`src/rtl/eld_pkg.sv`:
```
package eld_pkg;
  localparam int unsigned NUM_LEDS  = 2;
  localparam int unsigned IDX_LINK  = 0;
  localparam int unsigned IDX_SPEED = 1;
  typedef logic [NUM_LEDS-1:0] led_vec_t;
endpackage

```
`src/rtl/eld_strap_latch.sv`:
```
// Tracks the pad levels while reset is held; freezes them on release.
module eld_strap_latch
  import eld_pkg::*;
(
  input  logic     clk,
  input  logic     rst_n,
  input  led_vec_t pad_in,
  output led_vec_t strap_q
);
  for (genvar g = 0; g < NUM_LEDS; g++) begin : g_bit
    always_ff @(posedge clk) begin
      if (!rst_n) strap_q[g] <= pad_in[g];
    end
  end
endmodule

```
`src/rtl/eld_act_stretch.sv`:
```
// Turns each carrier-sense rising edge into a fixed-length blink window.
module eld_act_stretch #(
  parameter int unsigned ACT_CYCLES = 4
) (
  input  logic clk,
  input  logic rst_n,
  input  logic crs,
  output logic blink
);
  localparam int unsigned CW = $clog2(ACT_CYCLES + 1);
  localparam logic [CW-1:0] LOAD = CW'(ACT_CYCLES);

  logic          crs_q;
  logic [CW-1:0] cnt;
  logic          crs_edge;

  always_ff @(posedge clk) crs_q <= crs;

  assign crs_edge = crs & ~crs_q;

  always_ff @(posedge clk or negedge rst_n) begin
    if (!rst_n)            cnt <= '0;
    else if (crs_edge)     cnt <= LOAD;
    else if (cnt != '0)    cnt <= cnt - 1'b1;
  end

  assign blink = (cnt != '0);
endmodule

```
`src/rtl/eld_pol_drive.sv`:
```
// Applies per-pin polarity and the output enable to the logical LED states.
module eld_pol_drive
  import eld_pkg::*;
(
  input  led_vec_t lit,
  input  led_vec_t pol,
  input  logic     drive_en,
  output led_vec_t pad_out,
  output led_vec_t pad_oe
);
  for (genvar g = 0; g < NUM_LEDS; g++) begin : g_pin
    assign pad_out[g] = drive_en & (lit[g] ^ pol[g]);
    assign pad_oe[g]  = drive_en;
  end
endmodule

```
`src/rtl/eth_led_drv.sv`:
```
module eth_led_drv
  import eld_pkg::*;
#(
  parameter int unsigned ACT_CYCLES = 4
) (
  input  logic       clk,
  input  logic       rst_n,
  input  logic       link_up,
  input  logic       speed_100,
  input  logic       crs,
  input  logic [1:0] led_i,
  output logic [1:0] led_o,
  output logic [1:0] led_oe,
  output logic [1:0] pol_state
);
  led_vec_t strap_q;
  led_vec_t lit;
  logic     blink;
  logic     drive_en;

  always_ff @(posedge clk or negedge rst_n) begin
    if (!rst_n) drive_en <= 1'b0;
    else        drive_en <= 1'b1;
  end

  eld_strap_latch u_strap (
    .clk     (clk),
    .rst_n   (rst_n),
    .pad_in  (led_i),
    .strap_q (strap_q)
  );

  eld_act_stretch #(.ACT_CYCLES(ACT_CYCLES)) u_act (
    .clk   (clk),
    .rst_n (rst_n),
    .crs   (crs),
    .blink (blink)
  );

  always_comb begin
    lit            = '0;
    lit[IDX_LINK]  = link_up & ~blink;
    lit[IDX_SPEED] = speed_100;
  end

  eld_pol_drive u_drv (
    .lit      (lit),
    .pol      (strap_q),
    .drive_en (drive_en),
    .pad_out  (led_o),
    .pad_oe   (led_oe)
  );

  assign pol_state = strap_q;
endmodule

```
`config.mk`:
```
export PLATFORM = sky130hd
export DESIGN_NAME = eth_led_drv
export DESIGN_NICKNAME = d
export VERILOG_FILES = /design/src/rtl/eld_pkg.sv /design/src/rtl/eld_strap_latch.sv /design/src/rtl/eld_act_stretch.sv /design/src/rtl/eld_pol_drive.sv /design/src/rtl/eth_led_drv.sv
export SDC_FILE = /design/constraint.sdc
export NUM_CORES = 1
export LEC_CHECK = 0
export CAP_MARGIN = 20
export CORE_AREA = 2 2 39 41
export CTS_CLUSTER_DIAMETER = 60
export DETAILED_ROUTE_END_ITERATION = 8
export DIE_AREA = 0 0 41 43
export GPL_TIMING_DRIVEN = 0
export SYNTH_ARGS = -nofsm -noshare
export SYNTH_HDL_FRONTEND = slang
export SYNTH_HIERARCHICAL = 1
export SYNTH_SLANG_ARGS = --single-unit
```
`constraint.sdc`:
```
create_clock -name clk -period 1.3 [get_ports clk]
set_input_delay 0.13 -clock clk [delete_from_list [all_inputs] [get_ports clk]]
set_output_delay 0.13 -clock clk [all_outputs]
set_load 0.05 [all_outputs]
```
==> metrics.yaml, run 1 <==
logic_synthesis:
  synth.avg_cell_area_um2: 11.86
  synth_ff_type: "dfrtp_1"
  syn_inst: 29
  yosys_warnings: 6
  synthDominantCellAreaShare_pct: 29.09
  netlist_area_um2: 344.1
  ys_seq_area_share_pct: 52.36
  synth_edf_count: 2
  ys_seq_elements: 7
  synth_area_leaders: "dfrtp_1, edfxtp_1, ha_1"
  ys_top_cells_by_count: "dfrtp_1, inv_1"
  yosysTopAreaCell: "dfrtp_1"
  synthDistinctLibCells: 17
  synthesis.nets: 38
  async_reset_ff_share_pct: 57.14
grt:
  gr-usage-met3_pct: 3.665
  grt_max_degree: 6
  grt.total_usage_pct: 9.008
  grt-ovfl-total: 0
  grt_pass1_vias: 281
  antenna_found_initial: 0
  grt-busiest-layer: "met2"
  met1_usage_pct: 7.591
  use_met2_pct: 14.69
  grt_pass1_wl_um: 1007
final_layout:
  drive_above_1_share_pct: 48.00
  syn_to_final_growth_pct: 66.91
  postLayoutCellArea_um2: 574.3
  diodes: 0
  finalNonFillerCells: 66
  final_core_util_pct: 41.50
  nets: 60
die:
  coreArea_um2: 1384
  fp.dieH_um: 43
  initial_utilization_pct: 24.86
  die-area_um2: 1763
  io_pins: 13
  std_cell_rows: 14
  die_x_um: 41
sta:
  fmax_mhz: 630.8
  hold_viol_final: 0
  period_needed_ns: 1.585
  rsz0062_at_grt: "yes"
  setup_viol: 1
  fin_crit_sh_pct: 122.0
  final_max_slew_viol_count: 0
  setup_ws_ns: -0.2854
  fin_hold_ws_ns: 0.09529
  skew_ns: 0.001057
route:
  ant_nets: 0
  vias: 256
  drtIter0Drc: 3
  avgViaCountPerCell: 3.879
  drc: 0
  totalWireLength_um: 609
  drt_pass1_iterations: 2
  wl_per_cell_um: 9.227
pwr:
  p_total_uw: 1079
  p_leak_uw: 0.0002660
  irDropWorstVdd_uv: 682.0
  p_per_area_nw_per_um2: 1879
clock_network:
  clk_path_buf_depth: 2
  cts_sinks: 7
  root_buffer: "clkbuf_4"
  cts_tree: "built"
  clkTransAtPathRegs_ns: 0.05
  cts-hold-fix-buffers: 0
  h-tree-depth: 1
  clk_latency_ns: 0.25
  numCtsBuffers: 3
setup_path:
  crit_type: "reg2out"
  cp_cell_sequence: "inv_2 > ha_4 > nand2b_4 > nor2b_4 > xor2_1 > and2_4 > buf_8"
  critPathBufInv: 2
  critPathTopFamily: "flip-flops"
  cp-start-kind: "register"
  cpMaxStageDelayCell: "dfrtp_1"
  endpoint_kind: "primary output"
  cp_data_required_time_ns: 1.17
  cpPeakStageDelay_ns: 0.39
  worstPathArrival_ns: 1.46
  critPathMaxFanout: 2
status:
  violations: "setup timing"
  outcome: "finished with violations"
placed_design:
  portBuffers: 12
  place_area_um2: 488.0
  gp_congestion: 0.6991
  dp_hpwl_um: 428.4
  place_inst: 57
run:
  cap_viol_max_count: 0
worst_hold_path:
  holdCritPathClass: "in2async"
[worst paths after layout]
kind,slack (ns),from,cells after the start,to
worst min register to register,0.49,u_act/cnt[2],1,u_act/cnt[2]
worst min-delay path,0.1,rst_n,1,u_act/cnt[2]
worst max-delay path,-0.29,u_act/cnt[0],7,led_o[0]
min in group clk,0.34,crs,1,u_act/crs_q
worst max register to register,0.17,u_act/cnt[0],6,u_act/cnt[0]
max in group asynchronous,1.02,rst_n,1,u_act/cnt[0]
[state kept, by name, indices dropped and copies added (netlist names)]
register	count
u_act/crs_q	1
u_strap/strap_q	2
u_act/cnt	3
drive_en	1
[routing by layer]
metal	routed length, um	vias up
li1	-	129
met1	212	117
met2	334	10
met3	63	0
met4	0	0
met5	0	-
[placed cells by master, fill, tap and decap left out, types with 2 or more instances in the layout]
master / n
dfrtp_1: 4
inv_1: 2
xor2_1: 2
clkbuf_4: 3
and2_4: 2
buf_4: 7
clkdlybuf4s15_2: 2
buf_8: 2
clkdlybuf4s50_1: 6
edfxtp_1: 2
nor2_1: 2
inv_2: 2
[power breakdown]
group / switching, uW / internal (uW) / leakage [uW] / total (uW)
combinational: 246 / 312 / 0.000173 / 558
clock: 85.1 / 113 / 0.0000177 / 198
sequential: 38.6 / 285 / 0.0000751 / 324
total: 369 / 710 / 0.000266 / 1080
[layout make-up]
class	instances	area (um^2)
fill	146	809.5
sequential	7	180.2
timing repair buffer	17	165.2
multi-input combinational	16	151.4
clock buffer	3	22.52
tap	16	20.02
buffer	2	15.01
inverter	4	15.01
clock inverter	1	5.005
[what timing repair did]
action | 4_1_cts | 5_1_grt
setup buffers | 3 | 2
resized for setup | 29 | 3
endpoints found under the setup margin | 6 | 3
pin swaps | 2 | 2
cloned | 0 | 0
[metrics by stage]
stage	TNS [ns]	setup WS, ns
2_1_floorplan	-0.04368	-0.04368
3_3_place_gp	-1.451	-0.7687
3_5_place_dp	-1.453	-0.7850
4_1_cts	-0.3051	-0.3012
5_1_grt	-0.3631	-0.3631
6_report	-0.2854	-0.2854
[cells by family (layout without fill, tap and decap cells)]
kind of cell    Yosys count  after routing  synth area share (%)
flops                     7              7                 52.37
simple gates              7              7                 15.64
buf+inv                   6             27                 8.725
compound gates            3              3                 7.272
xor+xnor                  3              3                 7.638
fa+ha+maj                 2              2                 7.272
other cells               1              1                 1.090
No activity file was read; power rests on OpenSTA's default activity.
==> run 2, diff against run 1 <==
GPL_ROUTABILITY_DRIVEN = 0   (was default)
PLACE_DENSITY = 0.56   (was default)
==> metrics.yaml, run 2 (synthesized netlist as in run 1, its figures left out) <==
final_layout:
  diodes: 0  # unchanged
  biggestRegsByFlops: "u_act/cnt (3), u_strap/strap_q (2)"  # unchanged
  syn_to_final_growth_pct: 63.27  # was 66.91%
  postLayoutCellArea_um2: 561.8  # was 574.3 um^2
  nets: 58  # was 60
  largest_register_ffs: 3  # unchanged
  final_cell_mix: "clkdlybuf4s50_1, buf_4, dfrtp_1"  # was buf_4, clkdlybuf4s50_1, dfrtp_1
  finalNonFillerCells: 64  # was 66
  drive_above_1_share_pct: 41.67  # was 48.00%
  final_common_cell: "clkdlybuf4s50_1"  # was buf_4
  top_register: "u_act/cnt"  # unchanged
die:
  initial_utilization_pct: 24.86  # unchanged
  coreArea_um2: 1384  # unchanged
  io_pins: 13  # unchanged
  die_x_um: 41  # unchanged
  die-area_um2: 1763  # unchanged
  std_cell_rows: 14  # unchanged
  fp.dieH_um: 43  # unchanged
setup_path:
  r2r_cells: 6  # unchanged
  endpoint_kind: "primary output"  # unchanged
  worstPathArrival_ns: 1.45  # was 1.46 ns
  crit_start: "u_act/cnt[1]"  # was u_act/cnt[0]
  crit_path_end: "led_o[0]"  # unchanged
  r2r_start: "u_act/cnt[0]"  # unchanged
  cp-start-kind: "register"  # unchanged
  crit_type: "reg2out"  # unchanged
  r2r_end: "u_act/cnt[2]"  # was u_act/cnt[0]
  cp_data_required_time_ns: 1.17  # about the same
  critPathMaxFanout: 2  # unchanged
  ff2ff_setup_slack_ns: 0.17  # about the same
pwr:
  irDropWorstVdd_uv: 739.8  # was 682.0 uV
  swShare_pct: 34.04  # was 34.23%
  p_leak_uw: 0.0002540  # was 0.0002660 uW
  clockPowerShare_pct: 18.0  # was 18.3%
  p_int_uw: 676.7  # was 709.8 uW
  combPwrFrac_pct: 50.3  # was 51.7%
  power.net_switching_uw: 349.2  # was 369.5 uW
  p_per_area_nw_per_um2: 1826  # was 1879 nW/um^2
  p_total_uw: 1026  # was 1079 uW
  seqPwrFrac_pct: 31.6  # was 30.0%
grt:
  grt_max_degree: 6  # unchanged
  grt.total_usage_pct: 7.919  # was 9.008%
  antenna_found_initial: 0  # unchanged
  grt_pass1_vias: 219  # was 281
  grt-ovfl-total: 0  # unchanged
  grt_pass1_wl_um: 883  # was 1007 um
clock_network:
  h-tree-depth: 1  # unchanged
  numCtsBuffers: 3  # unchanged
  clk_path_buf_depth: 2  # unchanged
  clkTransAtPathRegs_ns: 0.05  # about the same
  cts_sinks: 7  # unchanged
  clk_latency_ns: 0.24  # was 0.25 ns
  cts-hold-fix-buffers: 0  # unchanged
  root_buffer: "clkbuf_4"  # unchanged
  cts_tree: "built"  # unchanged
sta:
  setup_ws_ns: -0.2791  # was -0.2854 ns
  setup_tns_ns: -0.2791  # was -0.2854 ns
  period_needed_ns: 1.579  # was 1.585 ns
  fmax_mhz: 633.3  # was 630.8 MHz
  rsz0062_at_grt: "yes"  # unchanged
  fin_crit_sh_pct: 121.5  # was 122.0%
  hold_viol_final: 0  # unchanged
  skew_ns: 0.003452  # was 0.001057 ns
  final_max_slew_viol_count: 0  # unchanged
  setup_viol: 1  # unchanged
route:
  totalWireLength_um: 600  # was 609 um
  drc: 0  # unchanged
  drt_pass1_iterations: 3  # was 2
  ant_nets: 0  # unchanged
  drtIter0Drc: 3  # unchanged
  vias: 239  # was 256
  wl_per_cell_um: 9.375  # was 9.227 um
  avgViaCountPerCell: 3.734  # was 3.879
status:
  violations: "setup timing"  # unchanged
  outcome: "finished with violations"  # unchanged
placed_design:
  place_area_um2: 488.0  # unchanged
  place_inst: 57  # unchanged
  dp_hpwl_um: 430.6  # was 428.4 um
  portBuffers: 12  # unchanged
worst_hold_path:
  holdCritPathClass: "in2async"  # unchanged
run:
  cap_viol_max_count: 0  # unchanged
-- run 2: cell types whose count changed in the layout (fill, tap and decap cells not counted), sizes merged --
| cell | previous run | this run |
|---|---|---|
| buf | 9 | 7 |
| clkinv | 1 | 0 |
| dlygate4sd2 | 0 | 1 |
-- run 2: layout make-up --
cell class | count | area (um^2)
Multi-Input combinational cell | 16 | 151.4
Buffer | 2 | 15.01
Timing Repair Buffer | 15 | 153.9
Clock buffer | 4 | 26.28
Fill cell | 144 | 822.0
Sequential cell | 7 | 180.2
Inverter | 4 | 15.01
Tap cell | 16 | 20.02
-- run 2: worst min-delay path by stage --
stage	startpoint	endpoint	slack [ns]	cells past startpoint
2_1_floorplan	rst_n	drive_en	-0.17	0
3_3_place_gp	rst_n	drive_en	0.38	1
3_5_place_dp	rst_n	u_act/cnt[0]	0.38	1
4_1_cts	rst_n	drive_en	0.11	1
5_1_grt	rst_n	u_act/cnt[2]	0.12	1
6_report	rst_n	drive_en	0.11	1
-- run 2: metal layers --
| layer | GRT usage, % | share of wire [%] |
|---|---|---|
| met1 | 10.67 | 43 |
| met2 | 9.688 | 52 |
| met3 | 4.712 | 4.7 |
| met4 | 4.000 | 0 |
| met5 | 0 | 0 |
-- run 2: worst max-delay path, cell delays in order, from the launching register on --
cell      delay [ns]
dfrtp_1         0.38
inv_2           0.08
ha_4            0.15
nand2b_4        0.06
nor2b_4         0.10
xor2_1          0.14
and2_4          0.16
buf_8           0.13
-- run 2: power groups by stage --
| stage | Sequential (uW) | Clock [uW] | Combinational, uW |
|---|---|---|---|
| finish | 325 | 185 | 516 |
| CTS | 323 | 198 | 488 |
| global placement | 322 | 0 | 380 |
| floorplan | 335 | 0 | 288 |
| global route | 330 | 216 | 550 |
| detailed placement | 324 | 0 | 388 |
-- run 2: metrics by stage --
step	hold WS (ns)	utilization [%]	setup slack [ns]
detailed placement	0.3776	35.26	-0.8168
global route	0.1245	40.60	-0.3696
global placement	0.3788	35.26	-0.7933
CTS	0.1122	39.60	-0.3042
finish	0.1097	40.60	-0.2791
floorplan	-0.1656	-	-0.04368
-- run 2: what timing repair did --
action                                  in CTS  in global routing
gates resized for setup                     27                  3
gates cloned                                 0                  0
setup buffers                                2                  1
pin swaps                                    2                  1
endpoints found under the setup margin       6                  4
